==> config.mk <==
export PLATFORM = sky130hd
export DESIGN_NAME = bic_status_top
export DESIGN_NICKNAME = d
export VERILOG_FILES = /design/src/rtl/bic_pkg.sv /design/src/rtl/bic_ta_detect.sv /design/src/rtl/bic_first_latch.sv /design/src/rtl/bic_status_top.sv
export SDC_FILE = /design/constraint.sdc
export NUM_CORES = 1
export LEC_CHECK = 0
export ABC_AREA = 1
export ABC_CLOCK_PERIOD_IN_PS = 1300
export BUFFER_PORTS_ARGS = -buffer_cell sky130_fd_sc_hd__buf_2
export CAP_MARGIN = 20
export CORE_MARGIN = 1.5
export CORE_UTILIZATION = 38
export DETAILED_ROUTE_END_ITERATION = 6
export GPL_ROUTABILITY_DRIVEN = 0
export PLACE_DENSITY = 0.77
export REMOVE_ABC_BUFFERS = 1
export SLEW_MARGIN = 25
export SYNTH_ARGS = -nofsm -noshare
export SYNTH_HDL_FRONTEND = slang
export SYNTH_HIERARCHICAL = 1
export SYNTH_SLANG_ARGS = --single-unit
==> constraint.sdc <==
create_clock -name clk -period 1.3 [get_ports clk]
set_clock_uncertainty 0.2 [all_clocks]
set_input_delay 0.13 -clock clk [delete_from_list [all_inputs] [get_ports clk]]
set_output_delay 0.13 -clock clk [all_outputs]
set_load 0.02 [all_outputs]
==> src/rtl/bic_pkg.sv <==
// Shared layout constants for the interrupt status capture block.
package bic_pkg;
    localparam int REG_W    = 32; // width of the status word
    localparam int NUM_LOW  = 10; // sources packed at bits NUM_LOW-1..0
    localparam int TA_POS   = 14; // bit position of the target-abort flag
    localparam int BE_LANES = 4;  // byte lanes of an I/O target transfer
endpackage

==> src/rtl/bic_ta_detect.sv <==
// Target-abort detector for I/O target transfers.
// Flags an abort when no lane is enabled, or when the lowest enabled
// lane (active-low enables) lies below the lane chosen by the low address.
// Assumes the inputs are valid only while xfer_i is high. The output is combinational.
module bic_ta_detect #(
    parameter int BE_W = bic_pkg::BE_LANES,
    localparam int AW  = $clog2(BE_W)
) (
    input  logic            clk,
    input  logic            rst_n,
    input  logic            xfer_i,
    input  logic [AW-1:0]   addr_lo_i,
    input  logic [BE_W-1:0] be_n_i,
    output logic            ta_evt_o
);
    logic [AW-1:0] low_lane;
    logic          any_en;

    // Find the lowest enabled lane and judge it against the address.
    always_comb begin
        low_lane = '0;
        any_en   = 1'b0;
        for (int i = BE_W - 1; i >= 0; i--) begin
            if (!be_n_i[i]) begin
                low_lane = AW'(i);
                any_en   = 1'b1;
            end
        end
        ta_evt_o = xfer_i && (!any_en || (low_lane < addr_lo_i));
    end

    AST_TA_NO_LANE: assert property (@(posedge clk) disable iff (!rst_n)
        (xfer_i && (&be_n_i)) |-> ta_evt_o);
    AST_TA_IDLE:    assert property (@(posedge clk) disable iff (!rst_n)
        !xfer_i |-> !ta_evt_o);
endmodule

==> src/rtl/bic_first_latch.sv <==
// First-event capture register with write-one-to-clear.
// The clear mask acts first. If nothing is left pending afterwards, the
// lowest-numbered valid event is latched. Otherwise events are dropped.
// Assumes event bits are single-cycle pulses.
module bic_first_latch #(
    parameter int              W     = bic_pkg::REG_W,
    parameter logic [W-1:0]    VALID = '1
) (
    input  logic         clk,
    input  logic         rst_n,
    input  logic [W-1:0] ev_i,
    input  logic [W-1:0] clr_i,
    output logic [W-1:0] status_q
);
    logic [W-1:0] kept;
    logic [W-1:0] ev_m;
    logic [W-1:0] win;
    logic [W-1:0] status_d;

    // Apply the clear, isolate the lowest event, and capture only when empty.
    always_comb begin
        kept     = status_q & ~clr_i;
        ev_m     = ev_i & VALID;
        win      = ev_m & (~ev_m + W'(1));
        status_d = (kept == '0) ? win : kept;
    end

    // Status register with a synchronous active-low reset.
    always_ff @(posedge clk) begin
        if (!rst_n) status_q <= '0;
        else        status_q <= status_d;
    end

    AST_NO_LATE_SET:  assert property (@(posedge clk) disable iff (!rst_n)
        ((status_q & ~clr_i) != '0) |=> ((status_q & ~$past(status_q)) == '0));
    AST_SINGLE_WIN:   assert property (@(posedge clk) disable iff (!rst_n)
        ((status_q & ~clr_i) == '0) |=> $onehot0(status_q));
    AST_CLEAR_ACTS:   assert property (@(posedge clk) disable iff (!rst_n)
        (((status_q & clr_i) != '0) && ((status_q & ~clr_i) != '0))
        |=> ((status_q & $past(status_q & clr_i)) == '0));
endmodule

==> src/rtl/bic_status_top.sv <==
// Interrupt status word of a bus bridge.
// Gathers event pulses and the I/O target-abort detector into one word
// with first-event capture. The word offers write-one-to-clear from the
// local side and a read-only mirror for the second bus. irq_o is the
// enabled OR of the word. Assumes wr_en_i is a single-cycle strobe per write.
module bic_status_top #(
    parameter int REG_W   = bic_pkg::REG_W,
    parameter int NUM_LOW = bic_pkg::NUM_LOW,
    parameter int TA_POS  = bic_pkg::TA_POS,
    parameter int BE_W    = bic_pkg::BE_LANES,
    localparam int AW     = $clog2(BE_W)
) (
    input  logic              clk,
    input  logic              rst_n,
    input  logic [NUM_LOW-1:0] evt_i,
    input  logic              io_tgt_xfer_i,
    input  logic [AW-1:0]     io_addr_lo_i,
    input  logic [BE_W-1:0]   io_be_n_i,
    input  logic [REG_W-1:0]  irq_en_i,
    input  logic              wr_en_i,
    input  logic [REG_W-1:0]  wr_data_i,
    output logic [REG_W-1:0]  loc_rdata_o,
    output logic [REG_W-1:0]  pci_rdata_o,
    output logic              irq_o
);
    localparam logic [REG_W-1:0] LOW_MASK = (REG_W'(1) << NUM_LOW) - REG_W'(1);
    localparam logic [REG_W-1:0] VALID    = LOW_MASK | (REG_W'(1) << TA_POS);

    logic             ta_evt;
    logic [REG_W-1:0] ev_vec;
    logic [REG_W-1:0] clr_vec;
    logic [REG_W-1:0] status;

    bic_ta_detect #(.BE_W(BE_W)) ta_i (
        .clk       (clk),
        .rst_n     (rst_n),
        .xfer_i    (io_tgt_xfer_i),
        .addr_lo_i (io_addr_lo_i),
        .be_n_i    (io_be_n_i),
        .ta_evt_o  (ta_evt)
    );

    // Place the sources at their bit positions in the word.
    always_comb begin
        ev_vec                = '0;
        ev_vec[NUM_LOW-1:0]   = evt_i;
        ev_vec[TA_POS]        = ta_evt;
    end

    // Turn a local write into a clear mask over the writable bits only.
    always_comb begin
        clr_vec = wr_en_i ? (wr_data_i & VALID) : '0;
    end

    bic_first_latch #(.W(REG_W), .VALID(VALID)) latch_i (
        .clk      (clk),
        .rst_n    (rst_n),
        .ev_i     (ev_vec),
        .clr_i    (clr_vec),
        .status_q (status)
    );

    // Drive both read views and the enabled interrupt request.
    always_comb begin
        loc_rdata_o = status;
        pci_rdata_o = status;
        irq_o       = |(status & irq_en_i);
    end

    AST_RSV_ZERO:  assert property (@(posedge clk) disable iff (!rst_n)
        ((loc_rdata_o & ~VALID) == '0));
    AST_IRQ_IDLE:  assert property (@(posedge clk) disable iff (!rst_n)
        (loc_rdata_o == '0) |-> !irq_o);
    AST_IRQ_MASKED: assert property (@(posedge clk) disable iff (!rst_n)
        (irq_en_i == '0) |-> !irq_o);
endmodule

==> out/metrics.yaml <==
grt:
  globalRouteTotalUtil_pct: 20.8
  use_met3_pct: 2.35
  gr-usage-met2_pct: 43.4
  grt_pass1_vias: 2499
  overflow: 0
  grt_pass1_wl_mm: 10.1
  grt_busiest_layer: "met2"
  grt_util_met1_pct: 20.8
  antenna_found_initial: 0
  grt_start_max_net_pins: 24
worst_setup_path:
  path_buf_inv: 2
  cp_slowest_cell: "dfxtp_2"
  crit_path_end_kind: "primary output"
  critPathTopFamily: "simple AND/OR/NAND/NOR gates"
  cp.required_ns: 0.97
  critPathMaxFanout: 3
  critical_path.max_stage_delay_ns: 0.32
  critPathKind: "flop to primary output"
  arrival_ns: 1.33
  start_kind: "flop"
  path_cells: "buf_4 -> nand2_2 -> nand2_2 -> nor2_2 -> nand2_1 -> nor2_1 -> nand2_1 -> buf_6"
floorplan:
  io-pin-count: 149
  die_height_um: 77.4
  die_w_um: 77.4
  coreArea_mm2: 0.00520
  rows: 26
  initial_utilization_pct: 40.4
  dieArea_mm2: 0.00599
power:
  pwr_density_cell_mw_per_mm2: 709
  clockPowerShare_pct: 40.7
  comb_power_share_pct: 20.5
  p_sw_share_pct: 24.7
  p_sw_mw: 0.632
  vdd_drop_max_mv: 0.636
  power_frac_seq_pct: 38.8
  intPower_mw: 1.93
  p_leak_nw: 2.28
yosys:
  synth_edf_count: 0
  yosys_warnings: 6
  netlist_area_mm2: 0.00210
  avgSynthCellArea_um2: 5.82
  synth_cell_types: 21
  synthArstFlopShare_pct: 0
  ys_ff_latch: 32
  seq_area_frac_synth_pct: 30.5
  synth_flop_cell: "dfxtp_1"
  syn-instance-count: 361
cells_and_area:
  antenna_cells: 0
  nFillCells: 434
  final_common_cell: "buf_2"
  layout_common_cells: "buf_2 (122), nand2_1 (93), inv_1 (64), nand2_2 (40), nor2_1 (40)"
  stdcell_count: 609
  multiInputGateArea_mm2: 0.00116
  nets: 623
  drive_above_1_share_pct: 52.3
  largest_reg_flops: 32
  regArea_um2: 674
  largest-register: "latch_i/status_q"
  area_growth_syn_to_layout_pct: 71.7
  largest_registers: "latch_i/status_q: 32 flops"
placement:
  dpl.hpwl_mm: 4.66
  dp_cells: 590
  port_buffers: 127
routing:
  drcViolationCount: 0
  drtIter0Drc: 73
  vias_per_cell: 4.26
  postRouteAntennaNets: 0
  vias: 2595
  finalWirelength_mm: 6.42
  drtPass1Iterations: 4
  avgRoutedWirePerCell_um: 10.5
outcome:
  violations: "negative hold slack, negative setup slack"
  status: "finished, violations left"
sta:
  rsz0062_at_grt: "yes"
  fin_tns_setup_ns: -9.46
  drv_slew: 0
  fmax_mhz: 604
  finalCritPeriodShare_pct: 127
  fin_crit_ns: 1.66
  setup_viol: 35
  setup_ws_ns: -0.355
  hold_slack_ns: -0.0296
  hold_viol_final: 1
hold_path:
  hold_class: "primary input to flop"
cts:
  clkTransAtPathRegs_ns: 0.07
  cts_tree: "built"
  clock_sinks: 32
  numCtsBuffers: 5
  cts_hold_buffers: 3
  clock_latency_ns: 0.28
  cts_buffer_depth: 2
  h-tree-depth: 2
  clockRootBuffer: "clkbuf_8"
job:
  max_cap_violations: 0
-- cell families after synthesis --
group,count (synthesis),share of synthesized area [%]
and+or+nand+nor,220,42.4
buffers and inverters,106,25.9
DFF,32,30.5
AOI/OAI and AO/OA,1,0.417
adders and majority gates,1,0.595
other,1,0.178
-- power groups by stage --
stage / Sequential, mW / Clock (mW) / Combinational (mW)
final: 0.995 / 1.04 / 0.524
after global routing: 0.994 / 1.09 / 0.576
after CTS: 0.994 / 1.05 / 0.501
after detailed placement: 1.01 / 0 / 0.383
after global placement: 1.01 / 0 / 0.374
after floorplan: 1.04 / 0 / 0.148
-- repair_timing --
item / CTS / global route
gates cloned: 3 / 0
setup endpoints to repair: 35 / 37
pin swaps: 31 / 37
hold endpoints to repair: 5 / 1
buffers inserted: 4 / 2
gates resized for setup: 64 / 61
-- cells in the mapped netlist (2+ instances only) --
cell type    n  share of area [%]
inv_2        2               0.36
nand3_1     13                3.1
nor2_1      49                8.8
nor2_2       2               0.60
buf_6        3                1.6
inv_1       64                 11
nand2_1    138                 25
buf_4       32                 11
buf_2        3               0.71
nand4_1     13                3.9
dfxtp_1     32                 30
-- cell type report --
cell class / count / share of cell area, %
clock buffer: 7 / 2.67
clock inverter: 1 / 0.832
inverter: 66 / 6.86
multi-input combinational: 243 / 32.2
sequential: 32 / 18.7
tap: 70 / 2.43
timing repair buffer: 190 / 36.3
-- final timing paths --
path | start | end | slack [ns] | cells past startpoint
hold reg to reg | latch_i/status_q[23] | latch_i/status_q[23] | 0.27 | 2
setup / recovery | latch_i/status_q[25] | irq_o | -0.36 | 8
setup reg to reg | latch_i/status_q[29] | latch_i/status_q[29] | -0.33 | 9
hold / removal | evt_i[5] | latch_i/status_q[6] | -0.03 | 4
-- through the flow --
| stage | util (%) | instance area (um2) | power [mW] | worst slack, ns |
|---|---|---|---|---|
| after global routing | 69.4 | 3610 | 2.66 | -0.463 |
| after floorplan | - | 1880 | 1.18 | -0.718 |
| after CTS | 65.9 | 3430 | 2.55 | -0.352 |
| after global placement | 57.8 | 3010 | 1.39 | -0.341 |
| after detailed placement | 57.8 | 3010 | 1.40 | -0.392 |
| final | 69.4 | 3610 | 2.56 | -0.355 |
-- routing by layer --
metal	up-vias	wire length (um)
li1	1366	-
met1	1132	2420
met2	88	3590
met3	9	310
met4	0	99
met5	-	0
-- worst reg2reg max path: cells and delay by family (launching register included) --
family,cells,cell delay [ns]
flip-flops,1,0.33
buffers and inverters,1,0.26
AND/OR/NAND/NOR,8,0.73
(Power assumes the default switching activity.)
